--- config.mk ---
export PLATFORM = sky130hd
export DESIGN_NAME = dco_prog_period
export DESIGN_NICKNAME = d
export VERILOG_FILES = /design/src/rtl/dco_pkg.sv /design/src/rtl/dco_reload_calc.sv /design/src/rtl/dco_zero_detect.sv /design/src/rtl/dco_down_counter.sv /design/src/rtl/dco_square_out.sv /design/src/rtl/dco_prog_period.sv
export SDC_FILE = /design/constraint.sdc
export NUM_CORES = 1
export LEC_CHECK = 0
export BUFFER_PORTS_ARGS = -buffer_cell sky130_fd_sc_hd__buf_2
export CAP_MARGIN = 0
export CORE_MARGIN = 5
export CORE_UTILIZATION = 40
export CTS_CLUSTER_SIZE = 8
export DETAILED_ROUTE_END_ITERATION = 12
export PLACE_DENSITY = 0.63
export SLEW_MARGIN = 0
export SYNTH_ARGS = -nofsm -noshare
export SYNTH_HDL_FRONTEND = slang
export SYNTH_HIERARCHICAL = 1
export SYNTH_SLANG_ARGS = --single-unit
--- constraint.sdc ---
create_clock -name clk -period 5.5 [get_ports clk]
set_clock_uncertainty 0.05 [all_clocks]
set_input_delay 1.1 -clock clk [delete_from_list [all_inputs] [get_ports clk]]
set_output_delay 1.1 -clock clk [all_outputs]
set_load 0.05 [all_outputs]
--- src/rtl/dco_pkg.sv ---
package dco_pkg;

  // Period in counter-clock cycles for modulus m and signed control k,
  // bounded so it is never zero and never beyond 2m-1.
  function automatic int period_of(input int m, input int k);
    int d;
    d = m - k;
    if (d < 1)
      return 1;
    else if (d > 2 * m - 1)
      return 2 * m - 1;
    else
      return d;
  endfunction

  // Counter width able to hold every value the counter can take.
  function automatic int count_width(input int m);
    return $clog2(2 * m);
  endfunction

endpackage

--- src/rtl/dco_reload_calc.sv ---
module dco_reload_calc #(
  parameter int MOD_M = 16,
  parameter int K_W   = 6,
  parameter int CNT_W = 5
) (
  input  logic signed [K_W-1:0]   k_in,
  output logic        [CNT_W-1:0] period,
  output logic        [CNT_W-1:0] load_val,
  output logic                    clip_lo,
  output logic                    clip_hi
);
  localparam int DW    = ((K_W > CNT_W) ? K_W : CNT_W) + 3;
  localparam int P_MAX = 2 * MOD_M - 1;

  logic signed [DW-1:0] m_ext;
  logic signed [DW-1:0] k_ext;
  logic signed [DW-1:0] diff;

  always_comb begin
    m_ext   = DW'(MOD_M);
    k_ext   = DW'(k_in);
    diff    = m_ext - k_ext;
    clip_lo = (diff < DW'(1));
    clip_hi = (diff > DW'(P_MAX));
    if (clip_lo)
      period = CNT_W'(1);
    else if (clip_hi)
      period = CNT_W'(P_MAX);
    else
      period = diff[CNT_W-1:0];
    load_val = period - CNT_W'(1);
  end

  // the computed period always stays within the legal window
  always_comb begin
    a_range_r5: assert (period >= CNT_W'(1) && period <= CNT_W'(P_MAX))
      else $error("period out of range");
  end

endmodule

--- src/rtl/dco_zero_detect.sv ---
module dco_zero_detect #(
  parameter int CNT_W = 5
) (
  input  logic [CNT_W-1:0] count,
  output logic             is_zero
);
  always_comb is_zero = (count == '0);
endmodule

--- src/rtl/dco_down_counter.sv ---
module dco_down_counter #(
  parameter int MOD_M = 16,
  parameter int CNT_W = 5
) (
  input  logic             clk,
  input  logic             rst_n,
  input  logic             reload,
  input  logic [CNT_W-1:0] load_val,
  output logic [CNT_W-1:0] count
);
  always_ff @(posedge clk) begin
    if (!rst_n)
      count <= CNT_W'(MOD_M);
    else if (reload)
      count <= load_val;
    else
      count <= count - CNT_W'(1);
  end

  // away from a reload the count moves down by exactly one
  p_step_r1: assert property (@(posedge clk) disable iff (!rst_n)
    !reload |=> count == $past(count) - CNT_W'(1))
    else $error("count step wrong");

  // a reload takes the value offered at that edge
  p_reload_r6: assert property (@(posedge clk) disable iff (!rst_n)
    reload |=> count == $past(load_val))
    else $error("reload value wrong");

endmodule

--- src/rtl/dco_square_out.sv ---
module dco_square_out #(
  parameter bit EN = 1'b1
) (
  input  logic clk,
  input  logic rst_n,
  input  logic tick,
  output logic sq
);
  generate
    if (EN) begin : g_sq
      logic sq_q;
      always_ff @(posedge clk) begin
        if (!rst_n)
          sq_q <= 1'b0;
        else if (tick)
          sq_q <= ~sq_q;
      end
      assign sq = sq_q;

      // square output flips on a pulse edge and only then
      p_toggle_r8: assert property (@(posedge clk) disable iff (!rst_n)
        tick |=> sq != $past(sq))
        else $error("square did not toggle");
      p_hold_r8: assert property (@(posedge clk) disable iff (!rst_n)
        !tick |=> $stable(sq))
        else $error("square changed without pulse");
    end else begin : g_nosq
      assign sq = 1'b0;
    end
  endgenerate
endmodule

--- src/rtl/dco_prog_period.sv ---
module dco_prog_period #(
  parameter int MOD_M     = 16,
  parameter int K_W       = 6,
  parameter bit SQUARE_EN = 1'b1
) (
  input  logic                  clk,
  input  logic                  rst_n,
  input  logic signed [K_W-1:0] ctrl_k,
  output logic                  pulse_o,
  output logic                  square_o
);
  import dco_pkg::*;

  localparam int CNT_W = count_width(MOD_M);

  // internal events brought out as named wires
  logic [CNT_W-1:0] count;
  logic [CNT_W-1:0] next_period;
  logic [CNT_W-1:0] next_load;
  logic             at_zero;
  logic             clip_lo;
  logic             clip_hi;

  dco_reload_calc #(.MOD_M(MOD_M), .K_W(K_W), .CNT_W(CNT_W)) u_calc (
    .k_in    (ctrl_k),
    .period  (next_period),
    .load_val(next_load),
    .clip_lo (clip_lo),
    .clip_hi (clip_hi)
  );

  dco_zero_detect #(.CNT_W(CNT_W)) u_zero (
    .count  (count),
    .is_zero(at_zero)
  );

  dco_down_counter #(.MOD_M(MOD_M), .CNT_W(CNT_W)) u_cnt (
    .clk     (clk),
    .rst_n   (rst_n),
    .reload  (at_zero),
    .load_val(next_load),
    .count   (count)
  );

  dco_square_out #(.EN(SQUARE_EN)) u_sq (
    .clk  (clk),
    .rst_n(rst_n),
    .tick (at_zero),
    .sq   (square_o)
  );

  assign pulse_o = at_zero;

  // a pulse whose next period is 2 or more lasts one cycle
  p_one_wide_r2: assert property (@(posedge clk) disable iff (!rst_n)
    (pulse_o && next_period >= CNT_W'(2)) |=> !pulse_o)
    else $error("pulse wider than one cycle");

  // a clamped-low reload keeps the pulse high
  p_clip_lo_r5: assert property (@(posedge clk) disable iff (!rst_n)
    (pulse_o && clip_lo) |=> pulse_o)
    else $error("period-1 pulse dropped");

  // a clamped-high reload restarts at the top of the range
  p_clip_hi_r5: assert property (@(posedge clk) disable iff (!rst_n)
    (pulse_o && clip_hi) |=> count == CNT_W'(2 * MOD_M - 2))
    else $error("upper clamp wrong");

endmodule

---- Word-level counts from Yosys, hierarchy flattened ----
Index checks and enable logic that the tools add are counted.
word-level totals
  register bits after elaboration ......... 6
  output and inout port bits .............. 2
operators by class
  $add $sub $neg .......................... 3
  order comparisons ....................... 2
  muxes and demuxes ....................... 3
  bitwise operators ....................... 1
  reductions and logical operators ........ 1
operator list
  cell                 count
  $mux 5               3
  $sub 5x1->5 const B  2
  $gt 9x6->1 const B   1
  $lt 9x2->1 const B   1
  $sub 6x6->7 const A  1
  $logic_not 5->1      1
  $not 1->1            1

---- Logic depth before layout (Yosys ltp) ----
  word-level depth ........................ 6
  mapped depth ............................ 12
  mapped depth without buffers ............ 11

---- Cells and area by module ----
Netlist, hierarchy kept.
modules (own cells, without submodules)
  module            times used  cells each  area each (µm²)  sequential area each (µm²)
  dco_reload_calc   1           71          486.7            0.0
  dco_down_counter  1           28          249.0            100.1
  dco_square_out    1           3           35.0             20.0
  dco_zero_detect   1           2           11.3             0.0

---- Worst setup path before layout ----
No wires, ideal clock.
  path kind ............................... input port to flip-flop
  start point ............................. in ctrl_k[0]
  end point ............................... reg u_cnt.count[4]
  setup time .............................. 73 ps
  arrival ................................. 3181 ps
  data required time ...................... 5377 ps
  setup slack ............................. 2196 ps
  cell stages on the path ................. 12
  buffers on the path ..................... 1
  cells stage by stage .................... buf_6 > inv_1 > ha_1 > nor2b_2 > a21oi_1 > o32ai_2 > nor3_1 > ha_1 > and3_1 > a2111oi_1 > nand2_1 > o211ai_2
on the way
  elaborated cells between the ends (all ways) .. 7
  those cells by class .................... add/sub (2); order compare (2); mux (3)
RTL lines
  item                  RTL line                RTL
  start, declared       dco_prog_period.sv:8    input logic signed [K_W-1:0] ctrl_k,
  $sub 6x6->7           dco_reload_calc.sv:22   diff = m_ext - k_ext;
  $lt 9x2->1            dco_reload_calc.sv:23   clip_lo = (diff < DW'(1));
  via clip_lo           dco_prog_period.sv:21   logic clip_lo;
  $mux 5                dco_reload_calc.sv:25   if (clip_lo)
  $sub 5x1->5           dco_reload_calc.sv:31   load_val = period - CNT_W'(1);
  via next_load[4]      dco_prog_period.sv:19   logic [CNT_W-1:0] next_load;
  $mux 5                dco_down_counter.sv:14  else if (reload)
  end signal, assigned  dco_down_counter.sv:13  count <= CNT_W'(MOD_M);
  end signal, assigned  dco_down_counter.sv:15  count <= load_val;
  end signal, assigned  dco_down_counter.sv:17  count <= count - CNT_W'(1);
  end, declared         dco_down_counter.sv:9   output logic [CNT_W-1:0] count
The timed path passes the listed nets, and every way through them passes these cells.
A chain may end at the register's enable or synchronous reset.

---- Final worst setup path ----
Ends and elaborated chain as after synthesis.

==> impl_metrics.env <==
export IMPL_run_status="finished, final reports clean"
export IMPL_holdPathStages=2
export IMPL_die_area_sq_um=2810
export IMPL_coreArea_sq_um=1750
export IMPL_cp_start_kind="input pin"
export IMPL_antenna_left=0
export IMPL_synth_cells=96
export IMPL_finalSetupViolCount=0
export IMPL_vias=663
export IMPL_vias_per_cell=5.22
export IMPL_cts_setup_buffers=0
export IMPL_r2r_slack_ps=3600
export IMPL_clk_latency_ps=240
export IMPL_cts_buffer_depth=2
export IMPL_ir_drop_mv=0.207
export IMPL_power_w=0.000249
export IMPL_p_comb_share_pct=51.1
export IMPL_antenna_found_initial=0
export IMPL_cts_tree="yes"
export IMPL_seqPwrFrac_pct=32.7
export IMPL_fin_crit_sh_pct=61.7
export IMPL_cts_buffers=3
export IMPL_rr_endpoint="u_cnt/count[2]"
export IMPL_fp_row_count=15
export IMPL_worst_pin_slew_ps=662
export IMPL_grt_pass1_wl_um=2670
export IMPL_cap_violations=0
export IMPL_post_route_min_period_ps=3390
export IMPL_rsz0062_at_grt="false"
export IMPL_crit_chain="buf_2 -> inv_1 -> ha_1 -> nor2b_2 -> a21oi_1 -> o32ai_2 -> nor3_1 -> ha_1 -> and3_1 -> a2111oi_1 -> nand2_1 -> o211ai_2"
export IMPL_syn_nets=108
export IMPL_nets=116
export IMPL_ctsResizeCount=0
export IMPL_dp_cells=124
export IMPL_power_share_clock_pct=16.1
export IMPL_critPathArrivalTime_ps=3520
export IMPL_syn_area_per_cell_sq_um=7.72
export IMPL_critPathBufInv=2
export IMPL_diodes=0
export IMPL_fin_tns_setup_ps=0
export IMPL_power_density_nw_per_um2=310
export IMPL_die_height_um=53.0
export IMPL_cts_root_buf="clkbuf_4"
export IMPL_track_usage_pct=13.0
export IMPL_hp_start="u_cnt/count[4]"
export IMPL_reg2reg_depth=4
export IMPL_grt_max_degree=14
export IMPL_yosysWarningCount=6
export IMPL_port_buffers=9
export IMPL_wire_per_inst_um=12.2
export IMPL_overflow=0
export IMPL_area_growth_pct=8.28
export IMPL_end_kind="register"
export IMPL_cp_common_cell="ha_1"
export IMPL_dpl_hpwl_um=1200
export IMPL_fp_dieW_um=53.0
export IMPL_report_final_slew_viol_count=0
export IMPL_drc=0
export IMPL_grt_pass1_vias=641
export IMPL_r2r_start="u_cnt/count[0]"
export IMPL_critPathSlowestCell="o32ai_2"
export IMPL_p_int_w=0.000146
export IMPL_finalNonFillerCells=127
export IMPL_slowest_delay_ps=410
export IMPL_place_congestion=0.776
export IMPL_start_util_pct=42.4
export IMPL_h_tree_depth=1
export IMPL_wirelength_um=1550
export IMPL_cts_hold_buf=0
export IMPL_synth_area_sq_um=741
export IMPL_finalHoldViolations=0
export IMPL_required_ps=5630
export IMPL_netSwitchingPower_w=0.000103
export IMPL_cp_max_fo=9
export IMPL_critical_path_top_delay_family="compound AO/OA/AOI/OAI gates"
export IMPL_max_freq_ghz=0.295
export IMPL_drive_above_1_share_pct=22.5
export IMPL_maxSlewHeadroom_pct=55.7
export IMPL_drt_iter0_drc=11
export IMPL_numClockSinks=6
export IMPL_p_leak_nw=0.321
export IMPL_whs_ps=538
export IMPL_ios=10
export IMPL_whs_endpoint="u_cnt/count[4]"
export IMPL_clkTransAtPathRegs_ps=50
export IMPL_hold_class="reg -> reg"
export IMPL_path_class="in -> reg"
export IMPL_critical_path_depth=12
export IMPL_sw_frac_of_total_pct=41.3
export IMPL_firstDrtPassIters=4
==> worst min-delay path, cell delays in order, from the launching register on <==
cell and delay, ps:
dfxtp_1 340, xnor2_1 90, o211ai_2 120
==> registers in the layout (all words and copies together), names as in the netlist <==
name         flops
u_sq/sq          1
u_cnt/count      5
==> worst max path at each step <==
stage              start             end
2_1_floorplan  ctrl_k[0]  u_cnt/count[4]
3_3_place_gp   ctrl_k[0]  u_cnt/count[4]
3_5_place_dp   ctrl_k[0]  u_cnt/count[4]
4_1_cts        ctrl_k[0]  u_cnt/count[4]
5_1_grt        ctrl_k[0]  u_cnt/count[4]
6_report       ctrl_k[0]  u_cnt/count[4]
==> per-layer routing <==
layer	wire [um]	GRT usage, %	part of all wire [%]	up-vias
li1	-	-	-	345
met1	700	15.8	45	299
met2	764	21.5	49	17
met3	83	5.07	5.3	2
met4	4	2.55	0.26	0
met5	0	0	0	-
==> cell usage in the layout (no fill, tap or decap), types with 2 or more instances in the layout <==
cell type and count:
a21oi_1 5, dfxtp_1 6, nand2_1 7, xor2_1 4
buf_2 9, nor3_1 2, ha_1 4, o21ai_0 7
inv_1 6, a22oi_1 2, nand2b_1 2, and2_1 5
xnor2_1 4, nor2b_1 4, nor3_2 2, clkbuf_4 3
nor2_1 10
==> layout make-up <==
type                    instances  area (sq um)
clock buffers                   3          22.5
flip-flops and latches          6           120
inverters                       6          22.5
well taps                      25          31.3
fillers                       185           943
repair buffers                  9          45.0
multi-input cells              78           561
==> power by group through the flow <==
stage | sequential [W] | clock, W | combinational (W)
final | 0.0000815 | 0.0000402 | 0.000127
after global routing | 0.0000842 | 0.0000461 | 0.000142
after CTS | 0.0000809 | 0.0000421 | 0.000128
after detailed placement | 0.0000818 | 0 | 0.000126
after global placement | 0.0000808 | 0 | 0.000124
after floorplan | 0.0000838 | 0 | 0.000103
==> metrics by stage <==
stage                     utilization [%]  worst slack, ps  area, sq um
final                                45.9             2110          802
after global routing                 45.9             1930          802
after CTS                            45.9             2130          802
after detailed placement             44.7             1890          779
after global placement               44.7             1980          779
after floorplan                         -             2250          741
No activity file was read; power rests on OpenSTA's default activity.
